==> src/rtl/tfq_pkg.sv <==
package tfq_pkg;
    localparam int BYTE_W = 8;
    localparam int LANES  = 4;
    localparam int WORD_W = BYTE_W * LANES;
    localparam int THR_W  = 3;
    localparam int LN_W   = $clog2(LANES + 1);

    typedef enum logic {
        WM_BYTE = 1'b0,
        WM_WORD = 1'b1
    } word_mode_e;

    typedef struct packed {
        logic full;
        logic empty;
        logic ready;
        logic ovf;
        logic udf;
    } fifo_stat_t;

    function automatic logic [LN_W-1:0] lane_count(input word_mode_e m);
        return (m == WM_WORD) ? LN_W'(LANES) : LN_W'(1);
    endfunction

    function automatic logic [WORD_W-1:0] lane_mask(input word_mode_e m,
                                                    input logic [WORD_W-1:0] w);
        return (m == WM_WORD) ? w : {{(WORD_W-BYTE_W){1'b0}}, w[BYTE_W-1:0]};
    endfunction
endpackage

==> src/rtl/tfq_byte_fifo.sv <==
// Byte queue with a multi-byte push and a multi-byte pop each cycle.
// DEPTH must be a power of two.
module tfq_byte_fifo
    import tfq_pkg::*;
#(
    parameter int DEPTH = 8,
    parameter int CW    = $clog2(DEPTH + 1)
) (
    input  logic              clk,
    input  logic              rst,
    input  logic              clr,
    input  logic              push_req,
    input  logic [LN_W-1:0]   push_n,
    input  logic [WORD_W-1:0] push_data,
    input  logic              pop_req,
    input  logic [LN_W-1:0]   pop_n,
    output logic [WORD_W-1:0] peek,
    output logic [CW-1:0]     level,
    output logic              ovf_sticky,
    output logic              udf_sticky
);
    localparam int PW = (DEPTH > 1) ? $clog2(DEPTH) : 1;

    logic [BYTE_W-1:0] mem [DEPTH];
    logic [PW-1:0]     wr_ptr, rd_ptr;
    logic [CW-1:0]     level_q;
    logic [CW-1:0]     push_cnt, pop_cnt, room;
    logic              push_ok, push_bad, pop_ok, pop_bad;

    assign push_cnt = CW'(push_n);
    assign pop_cnt  = CW'(pop_n);
    assign room     = CW'(DEPTH) - level_q;
    assign push_ok  = push_req && (push_cnt <= room);
    assign push_bad = push_req && (push_cnt >  room);
    assign pop_ok   = pop_req  && (pop_cnt  <= level_q);
    assign pop_bad  = pop_req  && (pop_cnt  >  level_q);

    always_ff @(posedge clk) begin
        if (rst || clr) begin
            wr_ptr     <= '0;
            rd_ptr     <= '0;
            level_q    <= '0;
            ovf_sticky <= 1'b0;
            udf_sticky <= 1'b0;
        end else begin
            if (push_ok) wr_ptr <= wr_ptr + PW'(push_n);
            if (pop_ok)  rd_ptr <= rd_ptr + PW'(pop_n);
            level_q <= level_q + (push_ok ? push_cnt : '0) - (pop_ok ? pop_cnt : '0);
            if (push_bad) ovf_sticky <= 1'b1;
            if (pop_bad)  udf_sticky <= 1'b1;
        end
    end

    always_ff @(posedge clk) begin
        if (push_ok && !rst && !clr) begin
            for (int i = 0; i < LANES; i++) begin
                if (CW'(i) < push_cnt)
                    mem[wr_ptr + PW'(i)] <= push_data[i*BYTE_W +: BYTE_W];
            end
        end
    end

    always_comb begin
        for (int i = 0; i < LANES; i++) begin
            peek[i*BYTE_W +: BYTE_W] = (CW'(i) < level_q) ? mem[rd_ptr + PW'(i)] : '0;
        end
    end

    assign level = level_q;
endmodule

==> src/rtl/tfq_level_flags.sv <==
// Full / empty / ready decode; FREE_BASED picks room-vs-threshold or fill-vs-threshold.
module tfq_level_flags
    import tfq_pkg::*;
#(
    parameter int DEPTH      = 8,
    parameter int CW         = $clog2(DEPTH + 1),
    parameter bit FREE_BASED = 1'b0
) (
    input  logic [CW-1:0]    level,
    input  logic [THR_W-1:0] thr,
    input  logic             ovf,
    input  logic             udf,
    output fifo_stat_t       stat
);
    assign stat.full  = (level == CW'(DEPTH));
    assign stat.empty = (level == '0);
    assign stat.ovf   = ovf;
    assign stat.udf   = udf;

    generate
        if (FREE_BASED) begin : g_room
            assign stat.ready = (CW'(DEPTH) - level) > CW'(thr);
        end else begin : g_fill
            assign stat.ready = level > CW'(thr);
        end
    endgenerate
endmodule

==> src/rtl/tfq_flush_seq.sv <==
// Flush bit: set by request, cleared once both queues read as empty.
module tfq_flush_seq (
    input  logic clk,
    input  logic rst,
    input  logic srst,
    input  logic flush_req,
    input  logic both_empty,
    output logic busy
);
    always_ff @(posedge clk) begin
        if (rst || srst)             busy <= 1'b0;
        else if (flush_req)          busy <= 1'b1;
        else if (busy && both_empty) busy <= 1'b0;
    end
endmodule

==> src/rtl/tfq_dual_fifo.sv <==
module tfq_dual_fifo
    import tfq_pkg::*;
#(
    parameter int DEPTH = 8
) (
    input  logic              clk,
    input  logic              rst,
    input  logic              srst,
    input  logic              word4,
    input  logic [THR_W-1:0]  rx_thr,
    input  logic [THR_W-1:0]  tx_thr,
    input  logic              flush_req,
    output logic              flush_busy,
    input  logic              wr_push,
    input  logic [WORD_W-1:0] wr_word,
    input  logic              rd_pop,
    output logic [WORD_W-1:0] rd_word,
    input  logic              sh_tx_pop,
    output logic [BYTE_W-1:0] sh_tx_byte,
    input  logic              sh_rx_push,
    input  logic [BYTE_W-1:0] sh_rx_byte,
    output logic              tx_full,
    output logic              tx_empty,
    output logic              tx_rdy,
    output logic              tx_ovf,
    output logic              tx_udf,
    output logic              rx_full,
    output logic              rx_empty,
    output logic              rx_rdy,
    output logic              rx_ovf,
    output logic              rx_udf
);
    localparam int CW = $clog2(DEPTH + 1);

    word_mode_e        mode;
    logic [LN_W-1:0]   need;
    logic              gate, clr;
    logic [WORD_W-1:0] tx_peek, rx_peek;
    logic [CW-1:0]     tx_level, rx_level;
    logic              tx_ovf_i, tx_udf_i, rx_ovf_i, rx_udf_i;
    fifo_stat_t        tx_stat, rx_stat;

    assign mode = word_mode_e'(word4);
    assign need = lane_count(mode);
    assign gate = !flush_busy;
    assign clr  = srst || flush_busy;

    tfq_byte_fifo #(.DEPTH(DEPTH), .CW(CW)) u_tx (
        .clk(clk), .rst(rst), .clr(clr),
        .push_req(wr_push && gate), .push_n(need), .push_data(wr_word),
        .pop_req(sh_tx_pop && gate), .pop_n(LN_W'(1)),
        .peek(tx_peek), .level(tx_level),
        .ovf_sticky(tx_ovf_i), .udf_sticky(tx_udf_i)
    );

    tfq_byte_fifo #(.DEPTH(DEPTH), .CW(CW)) u_rx (
        .clk(clk), .rst(rst), .clr(clr),
        .push_req(sh_rx_push && gate), .push_n(LN_W'(1)),
        .push_data({{(WORD_W-BYTE_W){1'b0}}, sh_rx_byte}),
        .pop_req(rd_pop && gate), .pop_n(need),
        .peek(rx_peek), .level(rx_level),
        .ovf_sticky(rx_ovf_i), .udf_sticky(rx_udf_i)
    );

    tfq_level_flags #(.DEPTH(DEPTH), .CW(CW), .FREE_BASED(1'b1)) u_tx_flags (
        .level(tx_level), .thr(tx_thr), .ovf(tx_ovf_i), .udf(tx_udf_i), .stat(tx_stat)
    );

    tfq_level_flags #(.DEPTH(DEPTH), .CW(CW), .FREE_BASED(1'b0)) u_rx_flags (
        .level(rx_level), .thr(rx_thr), .ovf(rx_ovf_i), .udf(rx_udf_i), .stat(rx_stat)
    );

    tfq_flush_seq u_flush (
        .clk(clk), .rst(rst), .srst(srst), .flush_req(flush_req),
        .both_empty(tx_stat.empty && rx_stat.empty), .busy(flush_busy)
    );

    assign rd_word    = (rx_level >= CW'(need)) ? lane_mask(mode, rx_peek) : '0;
    assign sh_tx_byte = tx_peek[BYTE_W-1:0];

    assign {tx_full, tx_empty, tx_rdy, tx_ovf, tx_udf} = tx_stat;
    assign {rx_full, rx_empty, rx_rdy, rx_ovf, rx_udf} = rx_stat;
endmodule

==> config.mk <==
export PLATFORM = sky130hd
export DESIGN_NAME = tfq_dual_fifo
export DESIGN_NICKNAME = d
export VERILOG_FILES = /design/src/rtl/tfq_pkg.sv /design/src/rtl/tfq_byte_fifo.sv /design/src/rtl/tfq_level_flags.sv /design/src/rtl/tfq_flush_seq.sv /design/src/rtl/tfq_dual_fifo.sv
export SDC_FILE = /design/constraint.sdc
export NUM_CORES = 1
export LEC_CHECK = 0
export BUFFER_PORTS_ARGS = -buffer_cell sky130_fd_sc_hd__buf_4
export CORE_ASPECT_RATIO = 0.9
export CORE_MARGIN = 3
export CORE_UTILIZATION = 50
export DETAILED_ROUTE_END_ITERATION = 10
export PLACE_DENSITY = 0.73
export RECOVER_POWER = 50
export SLEW_MARGIN = 20
export SYNTH_ARGS = -nofsm -noshare
export SYNTH_HDL_FRONTEND = slang
export SYNTH_SLANG_ARGS = --single-unit
==> constraint.sdc <==
create_clock -name clk -period 4.5 [get_ports clk]
set_input_delay 0.9 -clock clk [delete_from_list [all_inputs] [get_ports clk]]
set_output_delay 0.9 -clock clk [all_outputs]
set_load 0.01 [all_outputs]
==> insert_results.sql, run 1 <==
INSERT INTO impl_metrics (metric_group, metric, value, unit) VALUES
('routing', 'drc_errors', '0', ''),
('floorplanning', 'chip_width', '158', 'microns'),
('worst_setup_path', 'worst_r2r_path_depth', '10', ''),
('timing', 'fmax', '249', 'MHz'),
('worst_setup_path', 'cp_top_family', 'simple AND/OR/NAND/NOR gates', ''),
('timing', 'maximum_clock_skew_at_final_layout', '0.0168', 'ns'),
('floorplanning', 'fp.dieH', '143', 'microns'),
('timing', 'finalSetupTns', '0', 'ns'),
('global_route', 'grt_max_degree', '48', ''),
('power_and_ir_drop', 'cellPowerDensity', '371', 'mW/mm^2'),
('floorplanning', 'start_util', '51.5', '%'),
('place', 'dp.final_hpwl', '21500', 'microns'),
('power_and_ir_drop', 'design_power_total', '4420', 'uW'),
('clock_network', 'postCtsSetupBuffers', '0', ''),
('floorplanning', 'ioPinCount', '106', ''),
('synth', 'synth.avg_cell_area', '11.9', 'sq um'),
('synth', 'synth.largest_area_cell', 'sky130_fd_sc_hd__edfxtp_1', ''),
('worst_setup_path', 'crit_path_top_delay_cell', 'sky130_fd_sc_hd__nand4_1', ''),
('clock_network', 'cts_max_path_buffers', '2', ''),
('synth', 'synth_async_sr_flop_share', '0', '%'),
('worst_hold_path', 'min_path_cells', '2', ''),
('synth', 'ys.warnings.count', '0', ''),
('global_route', 'antenna_found_initial', '1', ''),
('routing', 'routed-via-count', '8245', ''),
('clock_network', 'cts-hold-fix-buffers', '0', ''),
('synth', 'syn-instance-count', '870', ''),
('synth', 'synth_cell_area', '0.0104', 'sq mm'),
('routing', 'drt-wirelength-per-cell', '25.7', 'microns'),
('status', 'outcome', 'finished clean', ''),
('timing', 'worst-slew-pin-transition', '1.11', 'ns'),
('place', 'port_buffers', '105', ''),
('synth', 'synth.distinct_cells', '59', ''),
('clock_network', 'clk_root_buffer_cell', 'sky130_fd_sc_hd__clkbuf_16', ''),
('power_and_ir_drop', 'leakage_power_of_the_design', '0.00424', 'uW'),
('routing', 'detail_route.first_pass.iterations', '7', ''),
('worst_setup_path', 'worst-setup-path-type', 'reg2reg', ''),
('timing', 'post-route-period-util', '89.3', '%'),
('timing', 'unrepaired_setup_endpoints_after_global_routing', 'no', ''),
('clock_network', 'ctsResizeCount', '0', ''),
('place', 'routabilityCongestion', '1.06', ''),
('synth', 'synthTopCellsByArea', 'sky130_fd_sc_hd__edfxtp_1, sky130_fd_sc_hd__mux4_2, sky130_fd_sc_hd__mux2i_1', ''),
('global_route', 'grt_pass1_wl', '46700', 'microns'),
('timing', 'timing.final.crit_period', '4.02', 'ns'),
('floorplanning', 'fp.coreArea', '0.0202', 'sq mm'),
('global_route', 'grt_use_total', '27.9', '%'),
('worst_hold_path', 'min_from', 'u_tx.ovf_sticky$_SDFFE_PP0P_', ''),
('clock_network', 'cts_tree', 'done', ''),
('routing', 'avgViaCountPerCell', '6.78', ''),
('clock_network', 'clock_insertion_delay_worst_skew', '0.43', 'ns'),
('worst_setup_path', 'startpoint_type', 'flop', ''),
('worst_setup_path', 'timing.critical_path.buf_inv', '2', ''),
('timing', 'maxSlewViolCount', '0', ''),
('clock_network', 'cts.htree.levels', '4', ''),
('synth', 'share_of_synthesized_area_occupied_by_flip_flops_and_latches', '43.0', '%'),
('routing', 'detailedRoute.firstIterationViolations', '1285', ''),
('clock_network', 'numCtsBuffers', '17', ''),
('worst_setup_path', 'reg2reg_slack', '0.48', 'ns'),
('clock_network', 'cts.reportedPaths.clkPinSlew', '0.07', 'ns'),
('power_and_ir_drop', 'worst_ir_drop_vdd', '0.241', 'mV'),
('timing', 'timing_hold_violations_final', '0', ''),
('synth', 'post-synth-top-area-fraction', '37.0', '%'),
('layout', 'area_delta_synth_final', '14.7', '%'),
('layout', 'final_nets', '1038', ''),
('worst_setup_path', 'critical_path.cell_chain', 'inv_1 -> ha_1 -> xnor2_1 -> inv_1 -> ha_1 -> nor3b_1 -> o22a_1 -> nand2_1 -> nand4_1 -> nand4_1', ''),
('routing', 'total_wire_length', '31300', 'microns'),
('worst_setup_path', 'critical_path.endpoint_type', 'flop', ''),
('floorplanning', 'floorplan.rows', '49', ''),
('timing', 'final_report_setup_violation_count', '0', ''),
('worst_setup_path', 'reg2reg_to', 'u_tx.mem[0][2]$_DFFE_PP_', ''),
('run', 'drv_cap', '0', ''),
('worst_setup_path', 'regToRegStartpoint', 'u_tx.level[1]$_SDFF_PP0_', '');
==> flip-flops by register name, indices dropped and copies added (netlist names), 3 cells and up, named ones only <==
register     cells
u_rx.wr_ptr      3
u_rx.mem        64
u_tx.rd_ptr      3
u_tx.wr_ptr      3
u_rx.rd_ptr      3
u_tx.level       4
u_rx.level       4
u_tx.mem        64
==> report_power, final <==
group	total (uW)	internal, uW	switching (uW)	leakage [uW]
combinational	1160	465	693	0.00253
sequential	1720	1660	58.2	0.00141
clock	1540	852	692	0.000299
total	4420	2980	1440	0.00424
==> routing by layer <==
layer  routed length [microns]  global-route usage (%)  vias up
met5                         0                       0        -
met4                       864                    7.88        0
met3                      3920                    7.97       82
met2                     13700                    40.8      614
met1                     12700                    41.0     4004
li1                          -                       -     3545
==> area by class of cell <==
class	count	area (sq um)	area share, %
Sequential cell	159	4470	37.5
Clock buffer	17	425	3.57
Timing Repair Buffer	133	890	7.47
Inverter	29	109	0.914
Multi-Input combinational cell	608	5510	46.2
Tap cell	255	319	2.68
Clock inverter	15	196	1.65
==> metrics by stage <==
| step | utilization, % | std cells | area [sq um] | hold WS, ns | setup WS, ns |
|---|---|---|---|---|---|
| 2_1_floorplan | - | 870 | 10400 | 0.485 | 0.849 |
| 3_3_place_gp | 56.5 | 1184 | 11400 | 0.451 | 0.687 |
| 3_5_place_dp | 56.5 | 1184 | 11400 | 0.468 | 0.622 |
| 4_1_cts | 59.6 | 1216 | 12000 | 0.488 | 0.623 |
| 5_1_grt | 59.1 | 1216 | 11900 | 0.525 | 0.271 |
| 6_report | 59.1 | 1216 | 11900 | 0.485 | 0.480 |
==> worst max-delay path by stage <==
| stage | startpoint | endpoint | slack (ns) | cells after the start |
|---|---|---|---|---|
| detailed placement | word4 | u_tx.mem[2][6]$_DFFE_PP_ | 0.62 | 8 |
| global route | u_tx.level[1]$_SDFF_PP0_ | u_tx.mem[2][3]$_DFFE_PP_ | 0.27 | 11 |
| finish | u_tx.level[1]$_SDFF_PP0_ | u_tx.mem[0][2]$_DFFE_PP_ | 0.48 | 10 |
| global placement | word4 | u_tx.mem[2][2]$_DFFE_PP_ | 0.69 | 8 |
| CTS | u_tx.level[1]$_SDFF_PP0_ | u_tx.mem[2][3]$_DFFE_PP_ | 0.62 | 11 |
| floorplan | u_rx.rd_ptr[1]$_SDFFE_PP0N_ | rd_word[29] | 0.85 | 9 |
==> cell usage after synthesis, drive strengths merged, types with 8 or more instances <==
library cell and count:
buf 47, mux4 80, nand3 14, mux2 9, xnor2 11, o21ai 18
nor2 79, nand2 48, ha 33, xor2 8, o22ai 56, a31oi 31
dfxtp 31, edfxtp 128, clkbuf 27, mux2i 97, inv 28, a21oi 48
==> kinds of logic after synthesis <==
family,Yosys count,synth area share [%]
AND/OR/NAND/NOR,197,9.23
buffers and inverters,103,4.06
AO/OA/AOI/OAI,171,10.1
flip-flops,159,43.0
multiplexers,186,27.7
XOR/XNOR,19,1.60
adder cells (fa/ha/maj),35,4.36
==> layout by cell type, fill, tap and decap left out, types with 31 or more instances in the layout <==
cell,n
sky130_fd_sc_hd__a21oi_1,46
sky130_fd_sc_hd__a31oi_1,31
sky130_fd_sc_hd__buf_4,104
sky130_fd_sc_hd__edfxtp_1,128
sky130_fd_sc_hd__ha_1,33
sky130_fd_sc_hd__mux2i_1,97
sky130_fd_sc_hd__mux4_2,80
sky130_fd_sc_hd__nand2_1,46
sky130_fd_sc_hd__nor2_1,79
sky130_fd_sc_hd__o22ai_1,56
==> worst min-delay path, cell delays in order (launching register included) <==
cell	delay, ns
sky130_fd_sc_hd__dfxtp_1	0.34
sky130_fd_sc_hd__a31oi_1	0.05
sky130_fd_sc_hd__nor2_1	0.07
Note: power is estimated with default switching activity, not from simulation.
==> run 2: changes to the inputs <==
CORE_MARGIN = 4   (was 3)
==> insert_results.sql, run 2 (same netlist as run 1, synthesis figures left out) <==
INSERT INTO impl_metrics (metric_group, metric, value, unit) VALUES
('timing', 'timing_hold_violations_final', '0', ''),
('power_and_ir_drop', 'leakage_power_of_the_design', '0.00423', 'uW'),
('timing', 'finalSetupTns', '0', 'ns'),
('routing', 'routed-via-count', '8176', ''),
('worst_setup_path', 'critical_path.endpoint_type', 'flop', ''),
('place', 'dp.final_hpwl', '22700', 'microns'),
('floorplanning', 'die_area', '0.0232', 'sq mm'),
('timing', 'maximum_clock_skew_at_final_layout', '0.00880', 'ns'),
('worst_setup_path', 'path_depth', '11', ''),
('timing', 'worst-slew-pin-transition', '1.23', 'ns'),
('global_route', 'overflow', '0', ''),
('floorplanning', 'fp.dieH', '145', 'microns'),
('timing', 'unrepaired_setup_endpoints_after_global_routing', 'no', ''),
('clock_network', 'tritoncts_num_sinks', '159', ''),
('power_and_ir_drop', 'cellPowerDensity', '365', 'mW/mm^2'),
('worst_setup_path', 'timing.critical_path.arrival', '4.13', 'ns'),
('worst_setup_path', 'critical_path.cell_chain', 'inv_1 -> ha_1 -> xnor2_1 -> inv_1 -> ha_1 -> or3b_2 -> o22a_1 -> a21oi_4 -> nand3_1 -> and2_1 -> o211ai_1', ''),
('global_route', 'grt_max_degree', '39', ''),
('worst_setup_path', 'worst-setup-path-type', 'reg2reg', ''),
('clock_network', 'ctsResizeCount', '0', ''),
('floorplanning', 'fp.coreArea', '0.0202', 'sq mm'),
('timing', 'fin_worst_hold_slack', '0.470', 'ns'),
('status', 'outcome', 'finished clean', ''),
('clock_network', 'cts_tree', 'done', ''),
('worst_setup_path', 'worst_ep_required_time', '4.55', 'ns'),
('worst_setup_path', 'timing.critical_path.buf_inv', '2', ''),
('layout', 'mostFrequentLayoutCells', 'sky130_fd_sc_hd__edfxtp_1, sky130_fd_sc_hd__buf_4, sky130_fd_sc_hd__mux2i_1', ''),
('routing', 'drt-wirelength-per-cell', '26.0', 'microns'),
('layout', 'area_delta_synth_final', '14.4', '%'),
('timing', 'final_report_setup_violation_count', '0', ''),
('worst_setup_path', 'timing.critical_path.fanout_max', '14', ''),
('power_and_ir_drop', 'design_power_total', '4340', 'uW'),
('timing', 'fmax', '245', 'MHz'),
('clock_network', 'numCtsBuffers', '17', ''),
('routing', 'avgViaCountPerCell', '6.72', ''),
('clock_network', 'clk_root_buffer_cell', 'sky130_fd_sc_hd__clkbuf_16', ''),
('routing', 'drc_errors', '0', ''),
('worst_setup_path', 'regToRegStartpoint', 'u_tx.level[1]$_SDFF_PP0_', ''),
('timing', 'timing.final.crit_period', '4.08', 'ns'),
('clock_network', 'cts-hold-fix-buffers', '0', ''),
('routing', 'drtAntennaViolNets', '0', ''),
('worst_setup_path', 'reg2reg_slack', '0.42', 'ns'),
('global_route', 'grt_use_total', '27.0', '%'),
('clock_network', 'cts.htree.levels', '4', ''),
('worst_setup_path', 'startpoint_type', 'flop', ''),
('floorplanning', 'start_util', '51.3', '%'),
('clock_network', 'cts.reportedPaths.clkPinSlew', '0.07', 'ns'),
('global_route', 'antenna_found_initial', '3', ''),
('run', 'drv_cap', '0', ''),
('layout', 'top_regs', 'u_rx.mem (64), u_tx.mem (64)', ''),
('timing', 'timing.slew.headroom', '18.2', '%'),
('floorplanning', 'floorplan.rows', '49', ''),
('worst_setup_path', 'critical_path.startpoint', 'u_tx.level[1]$_SDFF_PP0_', ''),
('layout', 'layout-drive-gt1-share', '24.6', '%'),
('clock_network', 'postCtsSetupBuffers', '0', ''),
('global_route', 'first_global_vias', '7790', ''),
('worst_setup_path', 'cp_top_family', 'compound AO/OA/AOI/OAI gates', ''),
('clock_network', 'clock_insertion_delay_worst_skew', '0.42', 'ns'),
('routing', 'detailedRoute.firstIterationViolations', '1085', ''),
('floorplanning', 'chip_width', '160', 'microns'),
('worst_setup_path', 'reg2reg_to', 'u_tx.mem[2][1]$_DFFE_PP_', ''),
('layout', 'filler_cell_count', '1594', ''),
('place', 'port_buffers', '105', ''),
('timing', 'maxSlewViolCount', '0', ''),
('worst_hold_path', 'min_from', 'u_rx.ovf_sticky$_SDFFE_PP0P_', ''),
('floorplanning', 'ioPinCount', '106', ''),
('power_and_ir_drop', 'worst_ir_drop_vdd', '0.262', 'mV'),
('worst_setup_path', 'crit_path_top_delay_cell', 'sky130_fd_sc_hd__o211ai_1', ''),
('clock_network', 'cts_max_path_buffers', '2', ''),
('global_route', 'grt_pass1_wl', '46800', 'microns'),
('worst_hold_path', 'worst_hold_path_type', 'reg2reg', ''),
('worst_setup_path', 'crit_path_end', 'u_tx.mem[2][1]$_DFFE_PP_', ''),
('worst_setup_path', 'worst_path_largest_cell_delay', '0.47', 'ns'),
('routing', 'total_wire_length', '31600', 'microns'),
('place', 'routabilityCongestion', '1.06', ''),
('layout', 'final_nets', '1037', ''),
('timing', 'post-route-period-util', '90.6', '%'),
('routing', 'detail_route.first_pass.iterations', '6', ''),
('layout', 'mostFrequentLayoutCell', 'sky130_fd_sc_hd__edfxtp_1', ''),
('worst_setup_path', 'worst_r2r_path_depth', '11', '');
[run 2: cell count changes in the layout (fill, tap and decap cells not counted)]
cell / previous run / this run
sky130_fd_sc_hd__clkbuf_1: 29 / 28
sky130_fd_sc_hd__diode_2: 0 / 1
sky130_fd_sc_hd__and2_0: 3 / 1
sky130_fd_sc_hd__clkinvlp_4: 2 / 1
sky130_fd_sc_hd__bufinv_16: 2 / 1
sky130_fd_sc_hd__and2_1: 2 / 4
sky130_fd_sc_hd__clkinv_2: 0 / 2
[run 2: through the flow]
stage | area, sq um | setup slack [ns] | instances | util [%]
finish | 11900 | 0.425 | 1216 | 58.7
global route | 11900 | 0.191 | 1215 | 58.7
CTS | 12000 | 0.432 | 1215 | 59.2
detailed placement | 11400 | 0.546 | 1183 | 56.3
global placement | 11400 | 0.563 | 1183 | 56.3
floorplan | 10400 | 0.849 | 870 | -
[run 2: worst register-to-register path: cells and delay by family, from the launching register on]
kind | cells | cell delay [ns]
adders and majority gates | 2 | 0.43
AOI/OAI and AO/OA | 3 | 1.24
buffers and inverters | 2 | 0.18
and+or+nand+nor | 3 | 1.19
DFF | 1 | 0.44
xor gates and xnor gates | 1 | 0.22
[run 2: report_power, final]
group / leakage [uW] / internal (uW) / switching, uW
Combinational: 0.00253 / 473 / 686
Clock: 0.000292 / 792 / 652
Sequential: 0.00141 / 1660 / 73.4
Total: 0.00423 / 2920 / 1410
[run 2: worst min path at each step]
stage	to	cells past startpoint
6_report	u_rx.ovf_sticky$_SDFFE_PP0P_	2
3_5_place_dp	u_rx.ovf_sticky$_SDFFE_PP0P_	2
4_1_cts	u_rx.ovf_sticky$_SDFFE_PP0P_	2
5_1_grt	u_tx.udf_sticky$_SDFFE_PP0P_	2
3_3_place_gp	u_rx.ovf_sticky$_SDFFE_PP0P_	2
2_1_floorplan	flop	2
[run 2: per-layer routing]
| layer | vias up | share of wire, % | track usage (%) |
|---|---|---|---|
| li1 | 3554 | - | - |
| met1 | 3985 | 40 | 37.3 |
| met2 | 541 | 45 | 40.8 |
| met3 | 92 | 13 | 8.35 |
| met4 | 4 | 2.8 | 9.69 |
| met5 | - | 0.10 | 0 |
[run 2: layout make-up]
cell class	instances	area [sq um]	share of cell area (%)
antenna	1	2.50	0.0211
clock buffer	17	425	3.58
clock inverter	15	169	1.42
inverter	29	109	0.916
multi-input combinational	608	5510	46.3
sequential	159	4470	37.6
tap	255	319	2.69
timing repair buffer	132	886	7.46
